$ cat src/rtl/win_ptr_ctrl.sv
module win_ptr_ctrl #(
  parameter int NWIN = 8,
  parameter logic [7:0] VERSION = 8'h10
) (
  input  logic            clk,
  input  logic            rst_n,
  input  logic            cmd_valid,
  input  logic [2:0]      cmd_op,
  input  logic [31:0]     cmd_data,
  output logic [31:0]     stat_o,
  output logic [NWIN-1:0] mask_o,
  output logic            trap_valid,
  output logic [1:0]      trap_code
);
  localparam int CW = (NWIN > 1) ? $clog2(NWIN) : 1;
  localparam logic [CW-1:0] TOP = CW'(NWIN - 1);

  localparam logic [2:0] OP_SAVE = 3'd1, OP_REST = 3'd2, OP_RETT = 3'd3,
                         OP_WSTAT = 3'd4, OP_WMASK = 3'd5;
  localparam logic [1:0] TC_OVF = 2'd1, TC_UNF = 2'd2, TC_ILL = 2'd3;

  logic [CW-1:0]   cwp_q;
  logic [NWIN-1:0] wim_q;
  logic [3:0]      icc_q, pil_q;
  logic            ef_q, s_q, ps_q, et_q;
  logic            tv_q;
  logic [1:0]      tc_q;

  logic [CW-1:0] cwp_dn, cwp_up;
  logic          dn_blk, up_blk, wr_bad;
  logic          unused_data;

  assign cwp_dn = (cwp_q == '0) ? TOP : cwp_q - 1'b1;
  assign cwp_up = (cwp_q == TOP) ? '0 : cwp_q + 1'b1;
  assign dn_blk = wim_q[cwp_dn];
  assign up_blk = wim_q[cwp_up];
  assign wr_bad = {27'd0, cmd_data[4:0]} >= NWIN;
  assign unused_data = ^cmd_data;

  assign stat_o = {VERSION, icc_q, 7'd0, ef_q, pil_q, s_q, ps_q, et_q, 5'(cwp_q)};
  assign mask_o = wim_q;
  assign trap_valid = tv_q;
  assign trap_code = tc_q;

  always_ff @(posedge clk) begin
    if (!rst_n) begin
      cwp_q <= '0; wim_q <= '0; icc_q <= '0; pil_q <= '0;
      ef_q <= 1'b0; s_q <= 1'b1; ps_q <= 1'b0; et_q <= 1'b0;
      tv_q <= 1'b0; tc_q <= '0;
    end else begin
      tv_q <= 1'b0;
      if (cmd_valid) begin
        case (cmd_op)
          OP_SAVE:
            if (dn_blk) begin tv_q <= 1'b1; tc_q <= TC_OVF; end
            else cwp_q <= cwp_dn;
          OP_REST:
            if (up_blk) begin tv_q <= 1'b1; tc_q <= TC_UNF; end
            else cwp_q <= cwp_up;
          OP_RETT:
            if (et_q) begin tv_q <= 1'b1; tc_q <= TC_ILL; end
            else if (up_blk) begin tv_q <= 1'b1; tc_q <= TC_UNF; end
            else begin cwp_q <= cwp_up; et_q <= 1'b1; s_q <= ps_q; end
          OP_WSTAT:
            if (wr_bad) begin tv_q <= 1'b1; tc_q <= TC_ILL; end
            else begin
              icc_q <= cmd_data[23:20];
              ef_q  <= cmd_data[12];
              pil_q <= cmd_data[11:8];
              s_q   <= cmd_data[7];
              ps_q  <= cmd_data[6];
              et_q  <= cmd_data[5];
              cwp_q <= CW'(cmd_data[4:0]);
            end
          OP_WMASK: wim_q <= cmd_data[NWIN-1:0];
          default: ;
        endcase
      end
    end
  end

  AST_CWP_RANGE: assert property (@(posedge clk) disable iff (!rst_n)
    {{(32-CW){1'b0}}, cwp_q} < NWIN);
  AST_TRAP_HOLDS_CWP: assert property (@(posedge clk) disable iff (!rst_n)
    trap_valid |-> $stable(stat_o[4:0]));
  AST_OVF_FROM_SAVE: assert property (@(posedge clk) disable iff (!rst_n)
    (trap_valid && trap_code == TC_OVF) |-> $past(cmd_op) == OP_SAVE);
  AST_ILL_KEEPS_ET: assert property (@(posedge clk) disable iff (!rst_n)
    (trap_valid && trap_code == TC_ILL) |-> $stable(stat_o[5]));
  AST_TRAP_NEEDS_CMD: assert property (@(posedge clk) disable iff (!rst_n)
    trap_valid |-> $past(cmd_valid));
  AST_IDLE_STABLE: assert property (@(posedge clk) disable iff (!rst_n)
    !cmd_valid |=> ($stable(stat_o) && $stable(mask_o)));
endmodule

$ cat config.mk
export PLATFORM = sky130hd
export DESIGN_NAME = win_ptr_ctrl
export DESIGN_NICKNAME = d
export VERILOG_FILES = /design/src/rtl/win_ptr_ctrl.sv
export SDC_FILE = /design/constraint.sdc
export NUM_CORES = 1
export LEC_CHECK = 0
export ABC_AREA = 1
export BUFFER_PORTS_ARGS = -buffer_cell sky130_fd_sc_hd__buf_2
export CAP_MARGIN = 20
export CORE_MARGIN = 3
export CORE_UTILIZATION = 40
export CTS_CLUSTER_SIZE = 12
export DETAILED_ROUTE_END_ITERATION = 12
export PLACE_DENSITY_LB_ADDON = 0.08
export SLEW_MARGIN = 30
export SYNTH_ARGS = -nofsm -noshare
export SYNTH_HDL_FRONTEND = slang
export SYNTH_SLANG_ARGS = --single-unit
$ cat constraint.sdc
create_clock -name clk -period 2.8 [get_ports clk]
set_input_delay 0.42 -clock clk [delete_from_list [all_inputs] [get_ports clk]]
set_output_delay 0.42 -clock clk [all_outputs]
set_load 0.05 [all_outputs]
Word level (Yosys, flattened, before mapping)
Cells that the tools add are included.
{"block": "word_totals", "wordCells": 67, "inputBits": 38, "output_inout_bits": 43, "reg_bits": 26}
{"block": "classes", "reduce_logical": 10, "add_sub_neg": 2, "magnitude_cmp": 3, "n_eq_ne": 12, "bitwise": 1, "n_mux": 29}
{"op": "3-bit two-way mux", "count": 6}
{"op": "1-bit two-way mux", "count": 12}
{"op": "2-bit != test, second input constant", "count": 6}
{"op": "3-bit one-hot mux with 4 select lines", "count": 1}
{"op": "5-bit AND reduction", "count": 2}
{"op": "3-bit == test, second input constant", "count": 3}
{"op": "3-bit by 4-bit less-than comparator with 1-bit output, second input constant", "count": 2}
{"op": "2-bit two-way mux", "count": 4}
{"op": "2-bit one-hot mux with 4 select lines", "count": 1}
{"op": "1-bit binary-select mux with 3-bit select", "count": 2}
{"op": "3-bit by 2-bit == test with 1-bit output, second input constant", "count": 2}
{"op": "3-bit AND reduction", "count": 2}
{"op": "5-bit by 4-bit >= comparator with 1-bit output, second input constant", "count": 1}
{"op": "1-bit one-hot mux with 2 select lines", "count": 2}
{"op": "1-bit one-hot mux with 4 select lines", "count": 1}
{"op": "2-bit AND reduction", "count": 2}
{"op": "4-bit AND reduction", "count": 1}
{"op": "4-bit nonzero test", "count": 1}
{"op": "3-bit by 1-bit adder with 3-bit output, second input constant", "count": 1}
{"op": "3-bit by 1-bit == test with 1-bit output, second input constant", "count": 1}
{"op": "3-bit zero test", "count": 1}
{"op": "3-bit by 1-bit subtractor with 3-bit output, second input constant", "count": 1}
{"op": "2-bit nonzero test", "count": 1}
{"op": "1-bit NOT", "count": 1}

Logic depth before layout (Yosys ltp)
{"block": "logic_depth", "word_depth": 7, "depth_mapped": 13, "mapped_depth_nobuf": 13}

Least setup slack after synthesis
OpenSTA, ideal clock, no wires.
{"block": "synth_timing", "path_type": "register to register", "startpoint": "register cwp_q[0]", "endpoint": "register cwp_q[2]", "period_less_slack_ps": 2130, "t_required_ps": 2685, "setup_time_ps": 115, "n_path_buf": 0, "slack_ps": 670, "path_stages_with_launch": 12, "arrival_ps": 2016, "cell_sequence": "dfxtp_1 > inv_1 > ha_1 > or2_2 > o21ai_0 > nand3_1 > nand3_1 > nand2_1 > nor2_4 > nand2_1 > nand2_1 > nor2_1"}
{"block": "synth_between", "elab_chain_len": 7, "elab_cells_between_ends": 16, "classes_between": "add/sub (2); eq/ne (2); mux (10); reduce/logical (2)"}
{"element": "start, declared", "line_no": "22", "rtl": "logic [CW-1:0] cwp_q;"}
{"element": "start signal, assigned", "line_no": "56", "rtl": "else cwp_q <= cwp_dn;"}
{"element": "start signal, assigned", "line_no": "59", "rtl": "else cwp_q <= cwp_up;"}
{"element": "start signal, assigned", "line_no": "73", "rtl": "cwp_q <= CW'(cmd_data[4:0]);"}
{"element": "3-bit by 1-bit adder with 3-bit output / 3-bit == test (equally long branches)", "line_no": "34", "rtl": "assign cwp_up = (cwp_q == TOP) ? '0 : cwp_q + 1'b1;"}
{"element": "3-bit two-way mux", "line_no": "34"}
{"element": "1-bit binary-select mux with 3-bit select", "line_no": "36", "rtl": "assign up_blk = wim_q[cwp_up];"}
{"element": "1-bit two-way mux (implied by the code)", "line_no": "36"}
{"element": "3-bit two-way mux", "line_no": "58, 62"}
{"element": "3-bit two-way mux", "line_no": "61", "rtl": "if (et_q) begin tv_q <= 1'b1; tc_q <= TC_ILL; end"}
{"element": "3-bit one-hot mux with 4 select lines", "line_no": "53", "rtl": "case (cmd_op)"}
Several ways; a longest one is shown, not always the timed one. The select of a mux whose other input is x is not followed.
A chain may end at the register's enable or synchronous reset.

Worst setup path in the final report
{"block": "layout_timing", "startpoint": "register cwp_q[0]", "endpoint": "register cwp_q[1]"}
The elaborated chain is that of the path after synthesis.

==> flow_metrics.tcl <==
set metrics [dict create \
    fin_area_sq_um 1850 \
    cap_violations 0 \
    die_height_microns 69.5 \
    powerDensity_nw_per_um2 538 \
    crit_chain "inv_1 -> ha_1 -> or2_2 -> o21ai_0 -> nand3_1 -> nand3_1 -> nand2_1 -> nor2_4 -> nand2_1 -> nand2_1 -> nor2_1" \
    die_w_microns 69.5 \
    final.setup.tns_ns 0 \
    syn2layout_area_growth_pct 14.8 \
    fill_cells 421 \
    wl_microns 3740 \
    antenna_found_initial 0 \
    setup_violations 0 \
    syn_inst 240 \
    clock-sinks 26 \
    critical_path_class "flip-flop to flip-flop" \
    power_w 0.000997 \
    grt.met3_usage_pct 5.51 \
    ys_warn_count 0 \
    layout_common_cells "buf_2 (48), nor2_1 (42), nand2_1 (42)" \
    clk_path_buf_depth 2 \
    cts-root-buf "clkbuf_8" \
    crit_fanout 14 \
    hpwl_microns 2890 \
    synth_top_area_share_pct 32.3 \
    fin_util_pct 49.1 \
    ios 81 \
    maxSlewHeadroom_pct 62.3 \
    cp_num_buf_inv 1 \
    drive_gt1_share_pct 22.4 \
    wl_per_cell_microns 11.4 \
    crit_required_ns 2.99 \
    min_period_over_period_pct 81.5 \
    clockPowerShare_pct 32.6 \
    coreArea_sq_um 3770 \
    clk_pin_slew_ns 0.11 \
    cp_top_family "simple AND/OR/NAND/NOR gates" \
    worstSetupEndpointType "flip-flop" \
    worstReg2RegStart "cwp_q[0]" \
    pwr-share-comb_pct 27.6 \
    start_util_pct 42.8 \
    placed_area_sq_um 1780 \
    start_kind "flip-flop" \
    tritoncts "done" \
    critPathArrivalTime_ns 2.47 \
    num_rows 22 \
    worst_clock_skew_ns 0.0120 \
    cts_resized 0 \
    synth_area_per_cell_sq_um 6.72 \
    grt_pass1_wl_microns 6290 \
    hp-class "primary input to flip-flop" \
    worstMarginPinSlew_ns 0.564 \
    synth_top_area_cell "dfxtp_1" \
    fin_crit_ns 2.28 \
    switching_share_pct 35.4 \
    switchingPower_w 0.000353 \
    gr-total-overflow 0 \
    groute.usage.overall_pct 16.0 \
    drt_first_pass_iters 4 \
    final_common_cell "buf_2" \
    synth-seq-cells 26 \
    grt_start_max_net_pins 25 \
    numPortBuffers 48 \
    cts-buffers-inserted 3 \
    busiest_layer "met2" \
    drc 0 \
    grt_setup_unrepaired "no" \
    cts_setup_buffers 0 \
    synth.area.top_cells "dfxtp_1 (32%), buf_4 (10%), nand2_1 (9.8%)" \
    crit_start "cwp_q[0]" \
    clock_latency_ns 0.28 \
    synth.yosys.seq_area_share_pct 32.3 \
    routed_via_density 4.70 \
    hold_buffers 0 \
    grt_use_met1_pct 20.6 \
    path_common_cell "nand2_1" \
    h-tree-depth 1 \
    max_stage_delay_ns 0.62 \
    timing.fmax_mhz 438 \
    dp.cells 325 \
    hold_violations 0 \
    global_route.usage.met2_pct 26.2 \
    vias 1545 \
    slew_viol_final 0 \
    p_int_w 0.000644 \
    pwr-share-seq_pct 39.8 \
    worstHoldStart "cmd_data[23]" \
    ant_nets 0 \
    status "finished, final reports clean" \
    gp_congestion 0.871 \
    antenna_cells 0 \
    final_cells 329 \
    ys_types 28 \
    drt_iter0_markers 71 \
    critPathSlowestCell "dfxtp_1" \
    synth.cell_area_sq_um 1610 \
    die_area_sq_um 4830 \
    grt_pass1_vias 1367 \
    ir_worst_vdd_mv 0.304 \
    nets 324 \
    total_leakage_power_nw 0.922 \
]
[power groups by stage]
| stage | logic [W] | registers, W | clock network (W) |
|---|---|---|---|
| floorplan | 0.000197 | 0.000443 | 0 |
| global placement | 0.000274 | 0.000405 | 0 |
| detailed placement | 0.000275 | 0.000406 | 0 |
| CTS | 0.000275 | 0.000397 | 0.000334 |
| global route | 0.000302 | 0.000400 | 0.000347 |
| finish | 0.000275 | 0.000396 | 0.000325 |
[cells by family after synthesis]
kind of cell	after synthesis	synth area share (%)
buffers and inverters	53	18.2
AND/OR/NAND/NOR	117	33.0
adder cells (fa/ha/maj)	4	3.10
flip-flops	26	32.3
other	2	0.466
AO/OA/AOI/OAI	38	13.0
[state kept, by name (all words and copies together), names as in the netlist]
| name | count |
|---|---|
| cwp_q | 3 |
| ef_q | 1 |
| et_q | 1 |
| icc_q | 4 |
| mask_o | 8 |
| pil_q | 4 |
| ps_q | 1 |
| s_q | 1 |
| trap_code | 2 |
| trap_valid | 1 |
[final cells by class]
class	instances	area [sq um]	share of cell area [%]
clock inverter	1	30.0	1.62
inverter	27	104	5.61
clock buffer	3	41.3	2.23
tap	48	60.1	3.24
timing repair buffer	48	240	13.0
multi-input combinational	176	856	46.2
sequential	26	520	28.1
[cells in the mapped netlist (all sizes together)]
cell type,instances
clkinv,1
dfxtp,26
a21oi,11
and2,1
clkbuf,2
or2,1
buf,24
ha,4
a221oi,3
a211oi,2
nor3,3
nand2,44
o21ai,21
conb,2
o211ai,1
nand3,22
nor2,45
nand4,1
inv,26
[path summary, 6_finish.rpt]
path,to,slack (ns),depth (start not counted)
hold reg to reg,trap_code[0],0.46,2
setup / recovery,cwp_q[1],0.52,11
hold / removal,icc_q[3],0.37,3
setup reg to reg,cwp_q[1],0.52,11
[metrics by stage]
stage | setup slack (ns) | hold slack, ns
floorplan | 0.670 | 0.430
global placement | 0.512 | 0.444
detailed placement | 0.502 | 0.450
CTS | 0.490 | 0.364
global route | 0.212 | 0.397
finish | 0.519 | 0.373
[metal layers]
| layer | vias to the layer above | routed length [microns] |
|---|---|---|
| met4 | 0 | 27 |
| li1 | 813 | - |
| met1 | 675 | 1700 |
| met5 | - | 0 |
| met2 | 55 | 1690 |
| met3 | 2 | 316 |
[worst reg2reg max path, stage by stage (launching register included)]
cell and delay (ns):
dfxtp_1 0.62, inv_1 0.15, ha_1 0.23, or2_2 0.30, o21ai_0 0.18, nand3_1 0.14, nand3_1 0.11, nand2_1 0.10
nor2_4 0.17, nand2_1 0.07, nand2_1 0.07, nor2_1 0.04
(Power assumes the default switching activity.)
